--- config.mk ---
export PLATFORM = sky130hd
export DESIGN_NAME = cfg_hdr_regs
export DESIGN_NICKNAME = d
export VERILOG_FILES = /design/src/rtl/cfg_hdr_pkg.sv /design/src/rtl/cfg_acc_decode.sv /design/src/rtl/cfg_bar_slot.sv /design/src/rtl/cfg_hdr_regs.sv
export SDC_FILE = /design/constraint.sdc
export NUM_CORES = 1
export LEC_CHECK = 0
export ABC_AREA = 1
export CELL_PAD_IN_SITES_DETAIL_PLACEMENT = 1
export CELL_PAD_IN_SITES_GLOBAL_PLACEMENT = 1
export CORE_AREA = 2 2 243 245
export CTS_BUF_LIST = sky130_fd_sc_hd__clkbuf_4
export CTS_CLUSTER_SIZE = 20
export DETAILED_ROUTE_END_ITERATION = 16
export DIE_AREA = 0 0 245 247
export GPL_TIMING_DRIVEN = 1
export PLACE_DENSITY = 0.91
export SETUP_SLACK_MARGIN = 0.2
export SYNTH_ARGS = -nofsm -noshare
export SYNTH_HDL_FRONTEND = slang
export SYNTH_SLANG_ARGS = --single-unit
--- constraint.sdc ---
create_clock -name clk -period 8.8 [get_ports clk]
set_input_delay 1.76 -clock clk [delete_from_list [all_inputs] [get_ports clk]]
set_output_delay 1.76 -clock clk [all_outputs]
set_load 0.02 [all_outputs]
--- src/rtl/cfg_hdr_pkg.sv ---
package cfg_hdr_pkg;
  localparam int NUM_BAR   = 6;
  localparam int DW        = 32;
  localparam int HDR_BYTES = 64;
  localparam int HDR_WORDS = HDR_BYTES / 4;

  localparam logic [7:0] OFF_CMD   = 8'h04;
  localparam logic [7:0] OFF_CLS   = 8'h0C;
  localparam logic [7:0] OFF_LAT   = 8'h0D;
  localparam logic [7:0] OFF_BAR0  = 8'h10;
  localparam logic [7:0] OFF_BARN  = 8'h24;
  localparam logic [7:0] OFF_ROM   = 8'h30;
  localparam logic [7:0] OFF_ILINE = 8'h3C;

  localparam logic [31:0] SIZE_PROBE = 32'hFFFF_FFFF;
  localparam logic [31:0] ROM_PROBE  = 32'hFFFF_FFFE;

  typedef enum logic [2:0] {
    WT_NONE, WT_CMD, WT_CLS, WT_LAT, WT_ILINE, WT_BAR, WT_ROM
  } wr_tgt_e;
endpackage

--- src/rtl/cfg_acc_decode.sv ---
module cfg_acc_decode
  import cfg_hdr_pkg::*;
(
  input  logic       acc_valid,
  input  logic       acc_we,
  input  logic [7:0] acc_off,
  input  logic [2:0] acc_size,
  output logic       bad_acc,
  output wr_tgt_e    wr_tgt,
  output logic [2:0] bar_sel
);
  logic       size_ok;
  logic [8:0] end_pos;

  always_comb begin
    size_ok = (acc_size == 3'd1) || (acc_size == 3'd2) || (acc_size == 3'd4);
    end_pos = {1'b0, acc_off} + {6'd0, acc_size};
    bad_acc = acc_valid && (!size_ok || (end_pos > 9'(HDR_BYTES)));
    bar_sel = 3'(acc_off[5:2] - 4'd4);
    wr_tgt  = WT_NONE;
    if (acc_valid && acc_we && !bad_acc) begin
      if (acc_size == 3'd1) begin
        if (acc_off == OFF_CLS)        wr_tgt = WT_CLS;
        else if (acc_off == OFF_LAT)   wr_tgt = WT_LAT;
        else if (acc_off == OFF_ILINE) wr_tgt = WT_ILINE;
      end else if (acc_off == OFF_CMD) begin
        wr_tgt = WT_CMD;
      end else if (acc_size == 3'd4) begin
        if (acc_off >= OFF_BAR0 && acc_off <= OFF_BARN && acc_off[1:0] == 2'b00)
          wr_tgt = WT_BAR;
        else if (acc_off == OFF_ROM)
          wr_tgt = WT_ROM;
      end
    end
  end
endmodule

--- src/rtl/cfg_bar_slot.sv ---
module cfg_bar_slot
  import cfg_hdr_pkg::*;
#(
  parameter int         SIZE_LOG2 = 12,
  parameter logic       IS_IO     = 1'b0,
  parameter logic       PREFETCH  = 1'b0
) (
  input  logic          clk,
  input  logic          rst_n,
  input  logic          wr_en,
  input  logic [DW-1:0] wdata,
  output logic [DW-1:0] bar_val,
  output logic          win_vld,
  output logic [DW-1:0] win_base,
  output logic [DW-1:0] win_size
);
  generate
    if (SIZE_LOG2 == 0) begin : g_absent
      logic unused_slot;
      assign unused_slot = ^{clk, rst_n, wr_en, wdata};
      assign bar_val  = '0;
      assign win_vld  = 1'b0;
      assign win_base = '0;
      assign win_size = '0;
    end else begin : g_present
      localparam int          RO_W     = IS_IO ? 2 : 4;
      localparam logic [31:0] RO_MASK  = (32'd1 << RO_W) - 32'd1;
      localparam logic [31:0] RO_VAL   = IS_IO ? 32'h1 : {28'd0, PREFETCH, 3'b000};
      localparam logic [31:0] SZ_BYTES = 32'd1 << SIZE_LOG2;
      localparam logic [31:0] SZ_MASK  = ~(SZ_BYTES - 32'd1);

      logic          probe;
      logic [DW-1:0] addr_q, addr_d, base_q, base_d;
      logic          vld_q, vld_d;

      always_comb begin
        probe  = (wdata == SIZE_PROBE);
        addr_d = addr_q;
        base_d = base_q;
        vld_d  = vld_q;
        if (wr_en) begin
          if (probe) begin
            addr_d = SZ_MASK & ~RO_MASK;
          end else begin
            addr_d = wdata & ~RO_MASK;
            base_d = wdata & ~RO_MASK;
            vld_d  = |(wdata & ~RO_MASK);
          end
        end
      end

      always_ff @(posedge clk or negedge rst_n) begin
        if (!rst_n) begin
          addr_q <= '0;
          base_q <= '0;
          vld_q  <= 1'b0;
        end else if (wr_en) begin
          addr_q <= addr_d;
          base_q <= base_d;
          vld_q  <= vld_d;
        end
      end

      assign bar_val  = addr_q | RO_VAL;
      assign win_vld  = vld_q;
      assign win_base = base_q;
      assign win_size = SZ_BYTES;


      size_readback_chk: assert property (@(posedge clk) disable iff (!rst_n)
        wr_en && (wdata == SIZE_PROBE) |=> bar_val == (SZ_MASK | RO_VAL));

      win_hold_chk: assert property (@(posedge clk) disable iff (!rst_n)
        wr_en && (wdata == SIZE_PROBE) |=> $stable(win_base) && $stable(win_vld));

      type_keep_chk: assert property (@(posedge clk) disable iff (!rst_n)
        wr_en && (wdata != SIZE_PROBE) |=>
          bar_val == (($past(wdata) & ~RO_MASK) | RO_VAL));
    end
  endgenerate
endmodule

--- src/rtl/cfg_hdr_regs.sv ---
module cfg_hdr_regs
  import cfg_hdr_pkg::*;
#(
  parameter logic [15:0] VENDOR_ID   = 16'hA5C3,
  parameter logic [15:0] DEVICE_ID   = 16'h0F17,
  parameter logic [7:0]  REVISION    = 8'h02,
  parameter logic [23:0] CLASS_CODE  = 24'h020000,
  parameter logic [7:0]  HDR_TYPE    = 8'h00,
  parameter logic [15:0] SUBSYS_VID  = 16'hA5C3,
  parameter logic [15:0] SUBSYS_ID   = 16'h0001,
  parameter logic [7:0]  INT_PIN     = 8'h01,
  parameter logic [7:0]  MIN_GRANT   = 8'h04,
  parameter logic [7:0]  MAX_LAT     = 8'h10,
  parameter logic [5:0]  BAR_IS_IO   = 6'b000010,
  parameter logic [5:0]  BAR_PREF    = 6'b000100,
  parameter logic [35:0] BAR_SZ_LOG2 = {6'd0, 6'd0, 6'd0, 6'd20, 6'd8, 6'd12}
) (
  input  logic                  clk,
  input  logic                  rst_n,
  input  logic                  acc_valid,
  input  logic                  acc_we,
  input  logic [7:0]            acc_off,
  input  logic [2:0]            acc_size,
  input  logic [31:0]           acc_wdata,
  output logic                  rsp_valid,
  output logic                  rsp_err,
  output logic [31:0]           rsp_data,
  output logic [NUM_BAR-1:0]    win_vld,
  output logic [NUM_BAR*DW-1:0] win_base,
  output logic [NUM_BAR*DW-1:0] win_size
);
  logic [1:0] rst_sync_q;
  logic       rst_i_n;

  always_ff @(posedge clk or negedge rst_n) begin
    if (!rst_n) rst_sync_q <= 2'b00;
    else        rst_sync_q <= {rst_sync_q[0], 1'b1};
  end
  assign rst_i_n = rst_sync_q[1];

  logic    bad_acc;
  wr_tgt_e wr_tgt;
  logic [2:0] bar_sel;

  cfg_acc_decode u_dec (
    .acc_valid (acc_valid),
    .acc_we    (acc_we),
    .acc_off   (acc_off),
    .acc_size  (acc_size),
    .bad_acc   (bad_acc),
    .wr_tgt    (wr_tgt),
    .bar_sel   (bar_sel)
  );

  logic [DW-1:0] bar_val [NUM_BAR];

  for (genvar i = 0; i < NUM_BAR; i++) begin : g_bar
    cfg_bar_slot #(
      .SIZE_LOG2 (int'(BAR_SZ_LOG2[i*6 +: 6])),
      .IS_IO     (BAR_IS_IO[i]),
      .PREFETCH  (BAR_PREF[i])
    ) u_slot (
      .clk      (clk),
      .rst_n    (rst_i_n),
      .wr_en    ((wr_tgt == WT_BAR) && (bar_sel == 3'(i))),
      .wdata    (acc_wdata),
      .bar_val  (bar_val[i]),
      .win_vld  (win_vld[i]),
      .win_base (win_base[i*DW +: DW]),
      .win_size (win_size[i*DW +: DW])
    );
  end

  logic [15:0] cmd_q, cmd_d;
  logic [7:0]  cls_q, cls_d, lat_q, lat_d, iline_q, iline_d;
  logic [31:0] rom_q, rom_d;

  always_comb begin
    cmd_d   = cmd_q;
    cls_d   = cls_q;
    lat_d   = lat_q;
    iline_d = iline_q;
    rom_d   = rom_q;
    unique case (wr_tgt)
      WT_CMD:   cmd_d   = acc_wdata[15:0];
      WT_CLS:   cls_d   = acc_wdata[7:0];
      WT_LAT:   lat_d   = acc_wdata[7:0];
      WT_ILINE: iline_d = acc_wdata[7:0];
      WT_ROM:   rom_d   = (acc_wdata == ROM_PROBE) ? 32'hFFFF_FFFF : acc_wdata;
      default:  ;
    endcase
  end

  always_ff @(posedge clk or negedge rst_i_n) begin
    if (!rst_i_n) begin
      cmd_q   <= '0;
      cls_q   <= '0;
      lat_q   <= '0;
      iline_q <= '0;
      rom_q   <= '0;
    end else if (wr_tgt != WT_NONE) begin
      cmd_q   <= cmd_d;
      cls_q   <= cls_d;
      lat_q   <= lat_d;
      iline_q <= iline_d;
      rom_q   <= rom_d;
    end
  end

  logic [31:0]              hdr_w [HDR_WORDS];
  logic [HDR_BYTES*8-1:0]   img;
  logic [31:0]              rdata;

  always_comb begin
    for (int w = 0; w < HDR_WORDS; w++) hdr_w[w] = '0;
    hdr_w[0]  = {DEVICE_ID, VENDOR_ID};
    hdr_w[1]  = {16'h0000, cmd_q};
    hdr_w[2]  = {CLASS_CODE, REVISION};
    hdr_w[3]  = {8'h00, HDR_TYPE, lat_q, cls_q};
    for (int b = 0; b < NUM_BAR; b++) hdr_w[4 + b] = bar_val[b];
    hdr_w[11] = {SUBSYS_ID, SUBSYS_VID};
    hdr_w[12] = rom_q;
    hdr_w[15] = {MAX_LAT, MIN_GRANT, INT_PIN, iline_q};
    for (int w = 0; w < HDR_WORDS; w++) img[w*32 +: 32] = hdr_w[w];
  end

  always_comb begin
    rdata = '0;
    for (int k = 0; k < 4; k++) begin
      logic [5:0] idx;
      idx = 6'(acc_off[5:0] + 6'(k));
      if (k < int'(acc_size)) rdata[8*k +: 8] = img[{idx, 3'b000} +: 8];
    end
  end

  logic        rsp_valid_d, rsp_err_d;
  logic [31:0] rsp_data_d;

  always_comb begin
    rsp_valid_d = acc_valid;
    rsp_err_d   = bad_acc;
    rsp_data_d  = (acc_valid && !acc_we && !bad_acc) ? rdata : '0;
  end

  always_ff @(posedge clk or negedge rst_i_n) begin
    if (!rst_i_n) begin
      rsp_valid <= 1'b0;
      rsp_err   <= 1'b0;
      rsp_data  <= '0;
    end else begin
      rsp_valid <= rsp_valid_d;
      rsp_err   <= rsp_err_d;
      rsp_data  <= rsp_data_d;
    end
  end


  rsp_follow_chk: assert property (@(posedge clk) disable iff (!rst_i_n)
    acc_valid |=> rsp_valid);

  rsp_idle_chk: assert property (@(posedge clk) disable iff (!rst_i_n)
    !acc_valid |=> !rsp_valid);

  bad_acc_quiet_chk: assert property (@(posedge clk) disable iff (!rst_i_n)
    acc_valid && bad_acc |=> rsp_err && (rsp_data == 32'd0) && $stable(cmd_q) &&
      $stable(cls_q) && $stable(lat_q) && $stable(iline_q) && $stable(rom_q));

  rom_probe_chk: assert property (@(posedge clk) disable iff (!rst_i_n)
    (wr_tgt == WT_ROM) && (acc_wdata == ROM_PROBE) |=> rom_q == 32'hFFFF_FFFF);

  cmd_load_chk: assert property (@(posedge clk) disable iff (!rst_i_n)
    (wr_tgt == WT_CMD) |=> cmd_q == $past(acc_wdata[15:0]));
endmodule

==> key figures <==
Power
  – Leak pwr: between 10 and 15 nW
  – VDD IR max: around 0.11 mV
  – Pwr dens: approximately 150 nW/um2
  – Total power: 0.003108 W

Setup path
  – CP max stage cell: buf_4
  – Reg-to-Reg Start: rst_sync_q[1]$_DFF_PN0_
  – Nature of the critical path startpoint: input port
  – Crit path largest cell delay: around 0.69 ns
  – Critical path depth: 19
  – CP top delay family: buffers and inverters
  – Worst path cell trace: buf_4 > buf_4 > inv_2 > buf_4 > ha_1 > inv_1 > ha_1 > buf_4 > inv_1 > nand2_1 > clkinv_1 > nand2_1 > inv_1 > a21oi_1 > o21ai_0 > nand2_1 > nand2_1 > nand2_1 > nor3_1
  – Worst Path Arrival: 6.46 ns
  – Setup crit start: acc_off[0]
  – Worst R2R Path Depth: 2
  – Critical path endpoint category: flop
  – Worst Path Buf+Inv: 9
  – Crit Path Class: input port to flop
  – Req. time, crit path: 9.52 ns
  – Critical path fanouts, max: 80
  – Cell mode on critical path: nand2_1

Timing
  – Max-slew violations: 0
  – Setup TNS: 0 ns
  – Clk_skew: between 0.07 and 0.08 ns
  – Final Hold Viols: 0
  – RSZ-0062 raised after global routing: false
  – Max Fclk: between 150 and 200 MHz
  – Fin Hold WS: roughly 0.22 ns
  – Worst-Margin Slew: ~1.2 ns
  – Final WS setup: a little over 3 ns
  – Min cycle time layout: 5.734 ns
  – Slew HR: 0.2105
  – Setup violations, final: 0
  – Fin crit share: 0.6516

Place
  – Port Buffers: ~170
  – RD Place Congestion: approximately 1.0
  – DP Wirelength: approximately 61,000 um
  – DP Worst Slack: between 2 and 2.5 ns

Clock tree
  – Sink Count: 283
  – Deepest clock path buffer count: 3
  – Worst skew pair latency: 0.85 ns
  – CTS tree: yes
  – TritonCTS Buffers: 80
  – Clock root cell: clkbuf_4
  – Clock slew at reported path FFs: roughly 0.07 ns
  – Post-CTS Setup Inserts: 0
  – H-Tree Depth: 3
  – Post_cts resized: 0
  – Cts hold-fix bufs: 0

Yosys
  – Sequential fraction of the synthesis area: 0.3738
  – Yosys reg bits: 283
  – Top FF cell, synth: dfrtp_1
  – Ys Warns: 0
  – Syn_area_per_cell: ~7 um2
  – Synth Instances: between 2k and 3k
  – Synth async-reset ratio: 1.000
  – Number of flops mapped to enable cells by yosys: 0
  – Synth cell types: 48
  – Cell Area, Synth: ~19,000 um2

GRT
  – Initial antenna violation count: 1
  – First-pass GRT wire length: between 100,000 and 150,000 um
  – Largest net degree at the start of global routing: about 80
  – Global route total overflow: 0
  – Vias in the first global route: approximately 19k
  – GRT Util Overall: 0.2619

Cells and area
  – Filler cells: ~7.5k
  – Footprint of the multi-input gates: ~9500 um2
  – P&R area growth vs syn: 11.31%
  – Total Nets Final: about 2.8k
  – Layout cells sized above 1: 0.06526
  – Sequential cell area: 7086 um2

Route
  – Routed via count: 19.01k
  – Wirelength per Cell: 22.35 um
  – DRC Markers: 0
  – Vias per inst: 5.266
  – DR iter-0 viols: between 1.5k and 2k
  – Pre-antenna DRT Iters: 6
  – Antenna-violating nets left: 0
  – Final wirelength: approximately 80,000 um

Floorplanning
  – Core area: 58,240 um2
  – Die outline height: between 200 and 250 um
  – Starting Density: 0.3253
  – Die area: 60,520 um2
  – Num rows: between 80 and 90
  – Width of the die: 245 um
  – Io pins: ~470

Min path
  – Worst Hold Class: flop to asynchronous set/reset pin

Run status
  – Status: finished, final reports clean

Run
  – Max Cap Violations: 0
-- placed cells by master, fill, tap and decap left out, types with 2 or more instances in the layout --
master           instances
nand2_1                837
nand4_1                 96
nor2_4                   2
o21ai_0                269
o31ai_1                  3
inv_1                  152
nor2_1                  87
xor2_1                   7
clkbuf_4               115
nor4_1                   8
mux2i_1                 22
clkdlybuf4s50_1        167
conb_1                 302
nor2_2                   5
a31oi_1                 14
a21oi_2                  2
o211ai_1                33
ha_1                    17
o21ai_1                 37
o221ai_1                 7
o2111ai_1               17
clkinvlp_4               2
a21oi_1                 96
dfrtp_1                282
nand2_2                  4
diode_2                  2
a22oi_1                 16
nor3_1                  13
nand3_1                118
or2_2                    5
inv_2                    6
buf_4                   36
o22ai_1                 20
clkinv_1                18
-- kinds of logic (layout without fill, tap and decap cells) --
family,count (synthesis),after routing,share of synthesized area
xor gates and xnor gates,7,7,0.003236
muxes,22,22,0.01162
DFF,283,283,0.3738
and+or+nand+nor,1180,1180,0.2594
other,2,304,0.0003964
AOI/OAI and AO/OA,522,522,0.1535
adders and majority gates,18,18,0.01228
buffers and inverters,616,501,0.1858
-- routing by layer --
metal / track usage / share of wire
met3: 0.06620 / 0.095
met2: 0.3949 / 0.44
met5: 0 / 0
met4: 0.1338 / 0.051
met1: 0.3464 / 0.41
-- final timing paths --
path / endpoint / slack, ns
max in group asynchronous: g_bar[1].u_slot.g_present.addr_q[25]$_DFFE_PN0P_ / 6.61
min: g_bar[0].u_slot.win_base[9]$_DFFE_PN0P_ / 0.22
min in group clk: rst_sync_q[1]$_DFF_PN0_ / 0.35
min reg2reg: g_bar[0].u_slot.win_base[9]$_DFFE_PN0P_ / 0.22
max reg2reg: g_bar[1].u_slot.g_present.addr_q[25]$_DFFE_PN0P_ / 6.61
max: rsp_data[29]$_DFF_PN0_ / 3.07
-- synthesized netlist by cell type, types with 2 or more instances --
| library cell | number | area share |
|---|---|---|
| or2_2 | 5 | 0.0017 |
| o2111ai_1 | 17 | 0.0079 |
| o31ai_1 | 3 | 0.0012 |
| o221ai_1 | 7 | 0.0032 |
| o21ai_0 | 270 | 0.071 |
| nand2_2 | 2 | 0.00066 |
| nand4_1 | 96 | 0.032 |
| nor4_1 | 8 | 0.0026 |
| o22ai_1 | 20 | 0.0066 |
| inv_2 | 5 | 0.00099 |
| a21oi_1 | 96 | 0.025 |
| buf_6 | 2 | 0.0012 |
| inv_1 | 152 | 0.030 |
| clkinv_1 | 5 | 0.00099 |
| a22oi_1 | 16 | 0.0063 |
| o21ai_1 | 36 | 0.0095 |
| xor2_1 | 7 | 0.0032 |
| clkbuf_1 | 107 | 0.021 |
| nor2_4 | 2 | 0.0012 |
| nor2_1 | 91 | 0.018 |
| a31oi_1 | 14 | 0.0046 |
| buf_1 | 8 | 0.0016 |
| o211ai_1 | 33 | 0.013 |
| mux2i_1 | 22 | 0.012 |
| nand3_1 | 118 | 0.031 |
| nand2_1 | 839 | 0.17 |
| ha_1 | 17 | 0.011 |
| conb_1 | 2 | 0.00040 |
| dfrtp_1 | 283 | 0.37 |
| nor3_1 | 13 | 0.0034 |
| buf_2 | 29 | 0.0077 |
| a21oi_2 | 2 | 0.00092 |
| buf_4 | 308 | 0.12 |
-- flip-flops by register name (all words and copies together) (netlist names) --
signal	cells
rsp_err	1
cls_q	8
g_bar.u_slot.bar_val	28
lat_q	8
rst_sync_q	2
rsp_data	32
g_bar.u_slot.win_base	86
rsp_valid	1
iline_q	8
g_bar.u_slot.g_present.addr_q	58
rom_q	32
g_bar.u_slot.win_vld	3
cmd_q	16
-- metrics by stage --
stage / util / instance area [um2] / std cells
floorplan: - / 20070 / 2950
global placement: 0.3451 / 20100 / 3473
detailed placement: 0.3451 / 20100 / 3473
CTS: 0.3620 / 21080 / 3608
global route: 0.3620 / 21080 / 3609
finish: 0.3621 / 21090 / 3610
-- power by group --
part	internal, W	switching (W)	total, W
clock	0.000627	0.000605	0.00123
combinational	0.000110	0.000449	0.000559
sequential	0.00131	0.00000916	0.00132
-- cell type report --
class / instances / share of cell area
flip-flops and latches: 283 / 0.3360
repair buffers: 204 / 0.09233
diodes: 2 / 0.0002373
inverters: 162 / 0.02884
clock inverters: 20 / 0.005696
well taps: 773 / 0.04587
multi-input cells: 2051 / 0.4501
clock buffers: 115 / 0.04094
Note: power is estimated with default switching activity, not from simulation.
